--- src/rtl/lsu_lane_pkg.sv ---
package lsu_lane_pkg;
  typedef enum logic [1:0] {
    SZ_BYTE = 2'b00,
    SZ_HALF = 2'b01,
    SZ_WORD = 2'b10,
    SZ_WIDE = 2'b11
  } acc_size_e;

  // Number of bytes touched by a width code; code 11 acts as a word.
  function automatic int unsigned size_bytes(input logic [1:0] sz);
    case (sz)
      SZ_BYTE: return 1;
      SZ_HALF: return 2;
      default: return 4;
    endcase
  endfunction
endpackage

--- src/rtl/lsu_store_steer.sv ---
module lsu_store_steer
  import lsu_lane_pkg::*;
#(
  parameter int DATA_W = 32,
  localparam int LANES = DATA_W / 8,
  localparam int OFF_W = $clog2(LANES)
) (
  input  logic [OFF_W-1:0]  off,
  input  logic [1:0]        size,
  input  logic [DATA_W-1:0] src,
  output logic [LANES-1:0]  be,
  output logic [DATA_W-1:0] lanes,
  output logic              misal
);
  logic [LANES-1:0] base_mask;

  always_comb begin
    case (size)
      SZ_BYTE: begin base_mask = LANES'(1);        misal = 1'b0;      end
      SZ_HALF: begin base_mask = LANES'(3);        misal = off[0];    end
      default: begin base_mask = LANES'(15);       misal = |off[1:0]; end
    endcase
    be = misal ? '0 : (base_mask << off);
  end

  for (genvar i = 0; i < LANES; i++) begin : g_lane
    always_comb begin
      case (size)
        SZ_BYTE: lanes[8*i +: 8] = src[7:0];
        SZ_HALF: lanes[8*i +: 8] = src[8*(i%2) +: 8];
        default: lanes[8*i +: 8] = src[8*(i%4) +: 8];
      endcase
    end
  end
endmodule

--- src/rtl/lsu_load_extract.sv ---
module lsu_load_extract
  import lsu_lane_pkg::*;
#(
  parameter int DATA_W = 32,
  localparam int LANES = DATA_W / 8,
  localparam int OFF_W = $clog2(LANES)
) (
  input  logic [DATA_W-1:0] rdata,
  input  logic [OFF_W-1:0]  off,
  input  logic [1:0]        size,
  input  logic              uns,
  input  logic              misal,
  output logic [DATA_W-1:0] result
);
  logic [DATA_W-1:0] shifted;
  logic              fill;

  always_comb begin
    shifted = rdata >> {off, 3'b000};
    fill    = 1'b0;
    result  = '0;
    if (!misal) begin
      case (size)
        SZ_BYTE: begin
          fill   = ~uns & shifted[7];
          result = {{(DATA_W-8){fill}}, shifted[7:0]};
        end
        SZ_HALF: begin
          fill   = ~uns & shifted[15];
          result = {{(DATA_W-16){fill}}, shifted[15:0]};
        end
        default: result = shifted;
      endcase
    end
  end
endmodule

--- src/rtl/lsu_lane_align.sv ---
module lsu_lane_align #(
  parameter int ADDR_W = 32,
  parameter int DATA_W = 32,
  localparam int LANES = DATA_W / 8,
  localparam int OFF_W = $clog2(LANES)
) (
  input  logic              clk,
  input  logic              rst,
  input  logic              req,
  input  logic              req_we,
  input  logic [ADDR_W-1:0] req_addr,
  input  logic [1:0]        req_size,
  input  logic              req_unsigned,
  input  logic [DATA_W-1:0] req_wdata,
  output logic [ADDR_W-1:0] mem_addr,
  output logic [LANES-1:0]  mem_be,
  output logic [DATA_W-1:0] mem_wdata,
  output logic              mem_we,
  output logic              mem_re,
  input  logic [DATA_W-1:0] mem_rdata,
  output logic              misaligned,
  output logic [DATA_W-1:0] ld_result
);
  logic [LANES-1:0]  be_c;
  logic [DATA_W-1:0] lanes_c;
  logic              mis_c;
  logic [OFF_W-1:0]  off_q;
  logic [1:0]        size_q;
  logic              uns_q;

  lsu_store_steer #(.DATA_W(DATA_W)) u_steer (
    .off   (req_addr[OFF_W-1:0]),
    .size  (req_size),
    .src   (req_wdata),
    .be    (be_c),
    .lanes (lanes_c),
    .misal (mis_c)
  );

  always_ff @(posedge clk) begin
    if (rst) begin
      mem_addr   <= '0;
      mem_be     <= '0;
      mem_wdata  <= '0;
      mem_we     <= 1'b0;
      mem_re     <= 1'b0;
      misaligned <= 1'b0;
      off_q      <= '0;
      size_q     <= '0;
      uns_q      <= 1'b0;
    end else begin
      mem_we <= req &  req_we & ~mis_c;
      mem_re <= req & ~req_we & ~mis_c;
      mem_be <= req ? be_c : '0;
      if (req) begin
        mem_addr   <= {req_addr[ADDR_W-1:OFF_W], {OFF_W{1'b0}}};
        mem_wdata  <= lanes_c;
        misaligned <= mis_c;
        off_q      <= req_addr[OFF_W-1:0];
        size_q     <= req_size;
        uns_q      <= req_unsigned;
      end
    end
  end

  lsu_load_extract #(.DATA_W(DATA_W)) u_extract (
    .rdata  (mem_rdata),
    .off    (off_q),
    .size   (size_q),
    .uns    (uns_q),
    .misal  (misaligned),
    .result (ld_result)
  );
endmodule

--- config.mk ---
export PLATFORM = sky130hd
export DESIGN_NAME = lsu_lane_align
export DESIGN_NICKNAME = d
export VERILOG_FILES = /design/src/rtl/lsu_lane_pkg.sv /design/src/rtl/lsu_store_steer.sv /design/src/rtl/lsu_load_extract.sv /design/src/rtl/lsu_lane_align.sv
export SDC_FILE = /design/constraint.sdc
export NUM_CORES = 1
export LEC_CHECK = 0
export BUFFER_PORTS_ARGS = -buffer_cell sky130_fd_sc_hd__buf_2
export CORE_MARGIN = 4
export CORE_UTILIZATION = 35
export DETAILED_ROUTE_END_ITERATION = 10
export PLACE_DENSITY_LB_ADDON = 0.08
export SLEW_MARGIN = 10
export SYNTH_ARGS = -nofsm -noshare
export SYNTH_HDL_FRONTEND = slang
export SYNTH_SLANG_ARGS = --single-unit
--- constraint.sdc ---
create_clock -name clk -period 2.8 [get_ports clk]
set_input_delay 0.56 -clock clk [delete_from_list [all_inputs] [get_ports clk]]
set_output_delay 0.56 -clock clk [all_outputs]
set_load 0.01 [all_outputs]
==> impl_metrics.json <==
{
  "status": "complete, no violations",
  "cts_setup_buffers": 0,
  "finalSetupTns_ps": 0,
  "dieWidth_um": 110.0,
  "clkTransAtPathRegs_ps": 70,
  "synth.ff_latch_count": 74,
  "crit_type": "reg2out",
  "grt_pass1_vias": 3473,
  "firstDrtPassIters": 4,
  "netlist-cell-type-count": 30,
  "switching_share_pct": 31.28,
  "p_comb_share_pct": 24.9,
  "grt_pass1_wl_mm": 17.34,
  "cts-root-buf": "clkbuf_8",
  "clk-insertion-delay-late_ps": 330,
  "grt_antenna_before_repair": 0,
  "h-tree-depth": 3,
  "finalHoldViolCount": 0,
  "die_y_um": 110.0,
  "maxSlewViolCount": 0,
  "post-route-period-util_pct": 95.09,
  "numCtsBuffers": 9,
  "startpoint_type": "flip-flop",
  "ant_nets": 0,
  "synth_seq_area_share_pct": 40.69,
  "dieArea_um2": 12100,
  "overflow": 0,
  "final_cell_mix": "buf_2, mux2i_1, nor2_1",
  "cpPeakStageDelay_ps": 520,
  "final_nets": 704,
  "io_buffers": 203,
  "arrival_ps": 2100,
  "p_leak_nw": 2.480,
  "drtIter0Drc": 152,
  "syn-instance-count": 413,
  "initial_core_util_pct": 36.58,
  "drc": 0,
  "num_antenna_cells": 0,
  "dp_hpwl_mm": 8.370,
  "area_growth_pct": 34.95,
  "track_usage_pct": 18.15,
  "rows": 36,
  "crit_path_top_delay_cell": "mux4_2",
  "avgSynthCellArea_um2": 8.816,
  "ir_worst_vdd_mv": 0.2913,
  "cts.repair.resized": 0,
  "ys_async_sr_fraction_pct": 0,
  "cts_sinks": 74,
  "p_per_area_nw_per_um2": 517.7,
  "worstPathCellList": "buf_4 > mux4_2 > nor2b_4 > nor3_4 > nor3_1 > buf_2",
  "ys.flop_type": "dfxtp_1",
  "io_pins": 206,
  "drive_above_1_share_pct": 38.78,
  "cts_tree": "yes",
  "rsz0062_at_grt": "no",
  "p_clk_share_pct": 29.8,
  "cp.required_ps": 2240,
  "holdWs_ps": 396.6,
  "fin_crit_ps": 2663,
  "viasPerCell": 4.798,
  "seq_power_share_pct": 45.3,
  "wl_per_cell_um": 15.12,
  "final_common_cell": "buf_2",
  "syn_area_um2": 3641,
  "routed_wirelength_mm": 11.17,
  "grt_max_degree": 45,
  "internal_power_mw": 1.748,
  "finClkSkew_ps": 0,
  "fmax_ghz": 0.3756,
  "finalSetupViolations": 0,
  "yosys_warnings": 0,
  "synth_edf_count": 0,
  "power_switching_mw": 0.7958,
  "clockBufferDepth": 2,
  "fp.coreArea_um2": 9955,
  "cap_violations": 0,
  "slew_headroom_pct": 61.70,
  "crit_path_end_kind": "output port",
  "vias": 3546,
  "cp_max_fo": 11,
  "final_util_pct": 49.36,
  "hp-class": "in2reg",
  "worstMarginPinSlew_ps": 573.4,
  "place_congestion": 0.8295,
  "postCtsHoldBufs": 0
}
[area by class of cell]
| type | count | area, µm² |
|---|---|---|
| clock buffer | 11 | 141.4 |
| clock inverter | 5 | 38.79 |
| fill | 993 | 5041 |
| inverter | 3 | 11.26 |
| multi-input combinational | 300 | 1968 |
| sequential | 74 | 1481 |
| tap | 133 | 166.4 |
| timing repair buffer | 213 | 1106 |
[registers in the layout, indices dropped and copies added, names as in the netlist]
signal and cells:
mem_be 4, uns_q 1, mem_wdata 32, off_q 2, size_q 2, mem_addr 30
mem_we 1, mem_re 1, misaligned 1
[critical path, delay by kind of cell (launching register included)]
family | cells | cell delay (ps)
mux | 1 | 520
simple gates | 3 | 520
buf+inv | 2 | 370
flops | 1 | 360
[logic make-up after synthesis]
logic type | Yosys count | synth area share, %
simple gates | 142 | 16.84
mux | 86 | 23.99
flops | 74 | 40.69
compound gates | 68 | 12.54
buf+inv | 40 | 5.361
xor+xnor | 2 | 0.4812
other cells | 1 | 0.1030
[Yosys cell counts, types with 2 or more instances]
cell	count	area (µm²)
buf_2	12	60.06
inv_1	3	11.26
a21oi_1	3	15.01
buf_1	3	11.26
clkbuf_1	17	63.81
a311oi_1	8	70.07
mux2i_1	85	850.8
nor2b_1	9	56.30
buf_6	3	33.78
o21ai_0	26	130.1
buf_4	2	15.01
dfxtp_1	74	1481
nand2_1	34	127.6
nor3_1	11	55.05
nor2_1	80	300.3
a211oi_1	29	217.7
[final timing paths]
kind | slack (ps) | from | cells past startpoint | end
worst max-delay path | 140 | off_q[1]$_SDFFE_PP0P_ | 6 | ld_result[9]
worst min-delay path | 400 | req_we | 2 | mem_re$_SDFF_PP0_
worst max register to register | 1880 | off_q[0]$_SDFFE_PP0P_ | 3 | off_q[0]$_SDFFE_PP0P_
worst min register to register | 480 | mem_wdata[18]$_SDFFE_PP0P_ | 2 | mem_wdata[18]$_SDFFE_PP0P_
[power by group through the flow]
stage / Combinational (mW) / Sequential (mW) / Clock, mW
CTS: 0.643 / 1.15 / 0.789
global placement: 0.634 / 1.18 / 0
detailed placement: 0.642 / 1.18 / 0
finish: 0.634 / 1.15 / 0.757
floorplan: 0.339 / 1.20 / 0
global route: 0.704 / 1.16 / 0.833
[metal layers]
| metal | global-route usage (%) | share of wire, % |
|---|---|---|
| met1 | 23.56 | 43 |
| met2 | 29.51 | 48 |
| met3 | 5.824 | 8.3 |
| met4 | 3.918 | 0.81 |
| met5 | 0 | 0 |
[through the flow]
stage / cells / instance area, µm² / power [mW] / setup slack, ps
after floorplan: 414 / 3645 / 1.541 / 764.0
after global placement: 723 / 4733 / 1.809 / 420.3
after detailed placement: 723 / 4733 / 1.818 / 404.0
after CTS: 739 / 4913 / 2.586 / 140.9
after global routing: 739 / 4913 / 2.700 / 45.09
final: 739 / 4913 / 2.544 / 137.4
Power figures use the tool's default switching activity.
